## src/rtl/hp_pkg.sv

```systemverilog
package hp_pkg;
  localparam int XLEN     = 32;
  localparam int HALF     = XLEN / 2;
  localparam int IDX_W    = 4;
  localparam int SH_W     = 5;
  localparam int FLAG_W   = 4;
  localparam logic [IDX_W-1:0] PC_IDX = '1;

  typedef enum logic { FORM_WORD = 1'b0, FORM_SPLIT = 1'b1 } hp_form_e;

  typedef struct packed {
    logic [IDX_W-1:0] rd;
    logic [IDX_W-1:0] rn;
    logic [IDX_W-1:0] rm;
    logic [SH_W-1:0]  shamt;
    logic             sel;
    logic [3:0]       cond;
    logic             nomatch;
    logic             undef;
  } hp_dec_t;

  // Condition check over N,Z,C,V packed as bits 3..0
  function automatic logic hp_cond_ok(input logic [3:0] cc, input logic [FLAG_W-1:0] f);
    logic n, z, c, v, base;
    n = f[3]; z = f[2]; c = f[1]; v = f[0];
    unique case (cc[3:1])
      3'd0: base = z;
      3'd1: base = c;
      3'd2: base = n;
      3'd3: base = v;
      3'd4: base = c & ~z;
      3'd5: base = (n == v);
      3'd6: base = ~z & (n == v);
      default: base = 1'b1;
    endcase
    return (cc[3:1] == 3'd7) ? 1'b1 : (base ^ cc[0]);
  endfunction

  // Left shift, or arithmetic right shift where a zero amount means 32
  function automatic logic [XLEN-1:0] hp_shift(input logic [XLEN-1:0] b,
                                               input logic [SH_W-1:0] amt,
                                               input logic arith);
    logic [XLEN-1:0] r;
    if (!arith)          r = b << amt;
    else if (amt == '0)  r = {XLEN{b[XLEN-1]}};
    else                 r = $signed(b) >>> amt;
    return r;
  endfunction

  function automatic logic [XLEN-1:0] hp_merge(input logic [XLEN-1:0] a,
                                               input logic [XLEN-1:0] sb,
                                               input logic sel);
    return sel ? {a[XLEN-1:HALF], sb[HALF-1:0]} : {sb[XLEN-1:HALF], a[HALF-1:0]};
  endfunction
endpackage

```

## src/rtl/hp_decode.sv

```systemverilog
module hp_decode
  import hp_pkg::*;
(
  input  logic [XLEN-1:0] insn,
  input  logic            form,
  output hp_dec_t         dec
);
  localparam logic [7:0]  WORD_OPC  = 8'b0110_1000;
  localparam logic [1:0]  WORD_TAIL = 2'b01;
  localparam logic [10:0] SPLIT_OPC = 11'b111_0101_0110;

  hp_dec_t word_d, split_d;

  always_comb begin
    word_d.cond    = insn[31:28];
    word_d.rn      = insn[19:16];
    word_d.rd      = insn[15:12];
    word_d.shamt   = insn[11:7];
    word_d.sel     = insn[6];
    word_d.rm      = insn[3:0];
    word_d.undef   = 1'b0;
    word_d.nomatch = (insn[27:20] != WORD_OPC) || (insn[5:4] != WORD_TAIL)
                     || (insn[31:28] == 4'hF);
  end

  always_comb begin
    split_d.cond    = 4'hE;
    split_d.rn      = insn[19:16];
    split_d.rd      = insn[11:8];
    split_d.shamt   = {insn[14:12], insn[7:6]};
    split_d.sel     = insn[5];
    split_d.rm      = insn[3:0];
    split_d.undef   = insn[20] | insn[4];
    split_d.nomatch = (insn[31:21] != SPLIT_OPC) || insn[15];
  end

  assign dec = (form == FORM_SPLIT) ? split_d : word_d;
endmodule

```

## src/rtl/hp_cond.sv

```systemverilog
module hp_cond
  import hp_pkg::*;
(
  input  logic [3:0]        cond,
  input  logic [FLAG_W-1:0] nzcv,
  output logic              pass
);
  assign pass = hp_cond_ok(cond, nzcv);
endmodule

```

## src/rtl/hp_pack_dp.sv

```systemverilog
module hp_pack_dp
  import hp_pkg::*;
(
  input  logic [XLEN-1:0] opa,
  input  logic [XLEN-1:0] opb,
  input  logic [SH_W-1:0] shamt,
  input  logic            sel,
  output logic [XLEN-1:0] shifted,
  output logic [XLEN-1:0] result
);
  assign shifted = hp_shift(opb, shamt, sel);
  assign result  = hp_merge(opa, shifted, sel);
endmodule

```

## src/rtl/halfword_pack_unit.sv

```systemverilog
module halfword_pack_unit
  import hp_pkg::*;
(
  input  logic              clk,
  input  logic              rst_n,
  input  logic              in_valid,
  input  logic [XLEN-1:0]   in_insn,
  input  logic              in_form,
  input  logic [XLEN-1:0]   in_opa,
  input  logic [XLEN-1:0]   in_opb,
  input  logic [FLAG_W-1:0] in_nzcv,
  output logic              out_valid,
  output logic [IDX_W-1:0]  out_rd,
  output logic [IDX_W-1:0]  out_rn,
  output logic [IDX_W-1:0]  out_rm,
  output logic              out_wen,
  output logic [XLEN-1:0]   out_result,
  output logic              out_undef,
  output logic              out_unpred,
  output logic              out_cond_fail,
  output logic              out_nomatch
);
  hp_dec_t         dec;
  logic            cond_pass;
  logic [XLEN-1:0] dp_shifted, dp_result;
  logic            dec_sel, hit_pc, wr_ok;

  hp_decode u_dec (.insn(in_insn), .form(in_form), .dec(dec));
  hp_cond   u_cond(.cond(dec.cond), .nzcv(in_nzcv), .pass(cond_pass));
  hp_pack_dp u_dp (.opa(in_opa), .opb(in_opb), .shamt(dec.shamt), .sel(dec.sel),
                   .shifted(dp_shifted), .result(dp_result));

  assign dec_sel = dec.sel;
  assign hit_pc  = (dec.rd == PC_IDX) || (dec.rn == PC_IDX) || (dec.rm == PC_IDX);
  assign wr_ok   = ~dec.nomatch & ~dec.undef & cond_pass;

  always_ff @(posedge clk) begin
    if (!rst_n) begin
      out_valid     <= 1'b0;
      out_wen       <= 1'b0;
      out_undef     <= 1'b0;
      out_unpred    <= 1'b0;
      out_cond_fail <= 1'b0;
      out_nomatch   <= 1'b0;
      out_rd        <= '0;
      out_rn        <= '0;
      out_rm        <= '0;
      out_result    <= '0;
    end else begin
      out_valid     <= in_valid;
      out_wen       <= in_valid & wr_ok;
      out_undef     <= in_valid & dec.undef;
      out_unpred    <= in_valid & hit_pc;
      out_cond_fail <= in_valid & ~cond_pass;
      out_nomatch   <= in_valid & dec.nomatch;
      if (in_valid) begin
        out_rd     <= dec.rd;
        out_rn     <= dec.rn;
        out_rm     <= dec.rm;
        out_result <= dp_result;
      end
    end
  end
endmodule

```

## config.mk

```make
export PLATFORM = sky130hd
export DESIGN_NAME = halfword_pack_unit
export DESIGN_NICKNAME = d
export VERILOG_FILES = /design/src/rtl/hp_pkg.sv /design/src/rtl/hp_decode.sv /design/src/rtl/hp_cond.sv /design/src/rtl/hp_pack_dp.sv /design/src/rtl/halfword_pack_unit.sv
export SDC_FILE = /design/constraint.sdc
export NUM_CORES = 1
export LEC_CHECK = 0
export BUFFER_PORTS_ARGS = -buffer_cell sky130_fd_sc_hd__buf_2
export CORE_MARGIN = 4
export CORE_UTILIZATION = 35
export CTS_CLUSTER_SIZE = 10
export DETAILED_ROUTE_END_ITERATION = 10
export GPL_ROUTABILITY_DRIVEN = 0
export PLACE_DENSITY_LB_ADDON = 0.3
export SLEW_MARGIN = 5
export SYNTH_ARGS = -nofsm -noshare
export SYNTH_HDL_FRONTEND = slang
export SYNTH_HIERARCHICAL = 1
export SYNTH_SLANG_ARGS = --single-unit
```

## constraint.sdc

```tcl
create_clock -name clk -period 3.5 [get_ports clk]
set_input_delay 0.175 -clock clk [delete_from_list [all_inputs] [get_ports clk]]
set_output_delay 0.175 -clock clk [all_outputs]
set_load 0.02 [all_outputs]
```

; Yosys cells after proc, flatten, opt, wreduce, memory -nomap -nowiden
; Index checks and enable logic that the tools add are counted.
[op_classes]
n_eq_ne = 15
mux = 6
n_reduce_logical = 7
n_bitwise = 15
shift = 2
[op_table]
columns = cell, n
row1 = 32-bit 2-to-1 mux, 3
row2 = 32-bit by 5-bit << shifter with 32-bit output, 1
row3 = 32-bit by 5-bit >>> shifter with 32-bit output, 1
row4 = 24-bit 2-to-1 mux, 1
row5 = 4-bit == test (second input constant), 4
row6 = 3-bit == test (second input constant), 4
row7 = 11-bit != test (second input constant), 1
row8 = 1-bit bitwise AND, 9
row9 = 8-bit by 7-bit != test with 1-bit output (second input constant), 1
row10 = 1-bit one-hot mux with 7 select lines, 1
row11 = 3-bit by 2-bit == test with 1-bit output (second input constant), 2
row12 = 5-bit logical NOT, 1
row13 = 1-bit logical OR, 5
row14 = 1-bit NOT, 4
row15 = 3-bit by 1-bit == test with 1-bit output (second input constant), 1
row16 = 3-bit logical NOT, 1
row17 = 2-bit by 1-bit != test with 1-bit output (second input constant), 1
row18 = 1-bit == test, 1
row19 = 1-bit 2-to-1 mux, 1
row20 = 1-bit bitwise OR, 1
row21 = 1-bit XOR, 1
[word_totals]
regBits = 50
output_inout_bits = 50
wordCells = 55
in_bits = 104

; Logic depth before layout (Yosys ltp)
[depth]
word_depth = 10
mapped_depth = 13
mapped_depth_nobuf = 8

; Cells and area by module
; Netlist, hierarchy kept.
[modules_own_cells]
columns = module, n_inst, seq_area_each_um2, cells_each, area_per_inst_um2
row1 = hp_pack_dp, 1, 0.0, 670, 5248.8
row2 = halfword_pack_unit, 1, 1001.0, 158, 1853.0
row3 = hp_decode, 1, 0.0, 34, 290.3
row4 = hp_cond, 1, 0.0, 20, 141.4

; Least setup slack after synthesis
; Ideal clock, no wire load.
[synth_timing]
path_type = input to register
start = in in_form
end = reg out_result[2]
n_path_buf = 5
arrival_time_ps = 2380
required_time_ps = 3384
setup_time_ps = 116
path_slack_ps = 1004
cell_stages = 13
path_cell_list = buf_6 > buf_6 > mux2_2 > buf_2 > inv_2 > buf_2 > buf_1 > mux2i_1 > nor2_1 > a211oi_1 > o21ai_0 > mux2i_1 > nor2b_1
[synth_lines]
columns = item, line
row1 = "start, declared", halfword_pack_unit.sv:8  ; input logic in_form,
row2 = "end signal, assigned", halfword_pack_unit.sv:60  ; out_result <= dp_result;
row3 = "end, declared", halfword_pack_unit.sv:17  ; output logic [XLEN-1:0] out_result,

==> results.json <==
{
  "tightest_slew_ps": 885,
  "synth_cells": 805,
  "drt_wl_total_mm": 26.3,
  "grt_pass1_wl_mm": 39.6,
  "die_area_um2": 22600,
  "drtPass1Iterations": 6,
  "io_pins": 154,
  "power.density_nw_per_um2": 302,
  "fin_crit_sh_pct": 79.9,
  "antenna_left": 0,
  "cts_tree": "built",
  "routedWlPerCell_um": 22.9,
  "initial_utilization_pct": 36.0,
  "remaining_drc_errors": 0,
  "port-buffer-count": 153,
  "finalSetupTns_ps": 0,
  "syn_avg_cell_area_um2": 8.82,
  "fp.coreArea_um2": 19700,
  "cts.sink_count": 50,
  "clk_pin_slew_worst_paths_ps": 70,
  "via_per_inst": 6.25,
  "start_kind": "input pin",
  "dp_cells": 1140,
  "chipWidth_um": 150,
  "synth_area_um2": 7100,
  "status": "completed",
  "max_freq_ghz": 0.358,
  "grt_usage_pct": 22.3,
  "drive_gt1_share_pct": 35.1,
  "syn_to_final_growth_pct": 12.8,
  "end_kind": "flop",
  "cts_buffers": 5,
  "syn_nets": 909,
  "antenna_found_initial": 1,
  "cp.arrival_ps": 3020,
  "clk_latency_ps": 290,
  "antennaDiodeCount": 0,
  "finalClockSkew_ps": 0,
  "placedInstanceArea_um2": 7870,
  "setup_viol": 0,
  "drv_slew": 0,
  "hpwl_mm": 19.8,
  "fin_util_pct": 40.6,
  "rsz0062_at_grt": "false",
  "hold_viol_final": 0,
  "ff2ff_path_depth": 2,
  "postLayoutCellArea_um2": 8010,
  "holdBufCountCts": 0,
  "vias": 7170,
  "hold_depth": 3,
  "max_slew_margin_pct": 41.0,
  "cts-root-buf": "clkbuf_16",
  "critPathKind": "input pin to flop",
  "grt_pass1_vias": 6650,
  "cts_setup_buffers": 0,
  "yosysWarnings": 6,
  "ctsResizeCount": 0,
  "period_minus_slack_ps": 2800,
  "max-vdd-ir-drop_v": 0.000192,
  "n_fill_cell": 2038,
  "worst-path-max-fanout": 40,
  "cts_max_path_buffers": 2,
  "die_h_um": 150,
  "hp-class": "input pin to flop",
  "grt_start_max_net_pins": 48,
  "grt_overflow_total": 0,
  "nets": 986,
  "drt_iter0_markers": 1028,
  "required_ps": 3730,
  "htree_levels": 2,
  "stdcell_count": 1147,
  "rows": 51,
  "maxCapViolations": 0,
  "leakage_nw": 3.41
}
-- cells in the final DEF (no fill, tap or decap), types with 3 or more instances in the layout --
master and count:
nor3_1 11, inv_1 14, a211o_1 3, nand3_1 20
buf_12 3, or4_1 3, o21ai_0 20, a21oi_1 13
a22oi_1 12, a31oi_1 8, or3_1 3, mux2_2 41
mux4_2 62, a221oi_1 4, o22ai_1 20, dfxtp_1 50
nor2_1 47, buf_2 153, mux2i_1 114, nor4_1 3
nor2b_1 59, buf_4 26, o211ai_1 7, o21a_1 5
nor3b_1 3, clkbuf_16 5, nand2b_1 11, a211oi_1 12
a21o_1 3, or2_2 9, and3_1 7, nand4_1 9
o221ai_1 4, a22o_1 3, nand2_1 62, a311oi_1 3
o32ai_1 6
-- state kept, by name (all words and copies together) (netlist names) --
name           count
out_cond_fail      1
out_valid          1
out_rn             4
out_result        32
out_undef          1
out_rd             4
out_unpred         1
out_wen            1
out_nomatch        1
out_rm             4
-- stage by stage --
step	setup WS (ps)	total power, mW	hold slack, ps
3_5_place_dp	419	1.91	458
4_1_cts	733	2.41	146
3_3_place_gp	477	1.91	448
2_1_floorplan	1080	1.56	383
5_1_grt	549	2.54	179
6_report	704	2.42	156
-- layer usage --
layer | up-vias | global-route usage (%) | part of all wire [%]
li1 | 3172 | - | -
met1 | 3374 | 32.9 | 41
met2 | 539 | 32.8 | 42
met3 | 83 | 4.55 | 13
met4 | 2 | 6.82 | 3.5
met5 | - | 0 | 0.027
-- path summary, 6_finish.rpt --
kind	slack [ps]	end	start
min reg2reg	510	out_result[23]	out_result[23]
min	160	out_rn[2]	in_insn[18]
max	700	out_result[5]	in_form
max reg2reg	2870	out_result[15]	out_result[15]
-- where the power goes --
part	total [mW]	leakage, nW	internal [mW]	switching [mW]
registers	0.636	0.412	0.614	0.0220
clock network	0.481	0.0701	0.263	0.218
logic	1.30	2.93	0.550	0.749
total	2.42	3.41	1.43	0.989
-- area by class of cell --
type,instances,area (um2),share of cell area [%]
Sequential cell,50,1000,12.5
Tap cell,265,332,4.14
Timing Repair Buffer,182,1020,12.7
Inverter,17,63.8,0.797
Multi-Input combinational cell,626,5450,68.1
Clock buffer,5,125,1.56
Clock inverter,2,13.8,0.172
-- worst max-delay path, stage by stage --
cell and delay, ps:
buf_2 290, mux2_2 700, or4_1 650, o21ai_1 570, a311oi_1 100, and3_1 230
nor2_1 110, mux2i_1 80, nor2b_1 120
(Power assumes the default switching activity.)
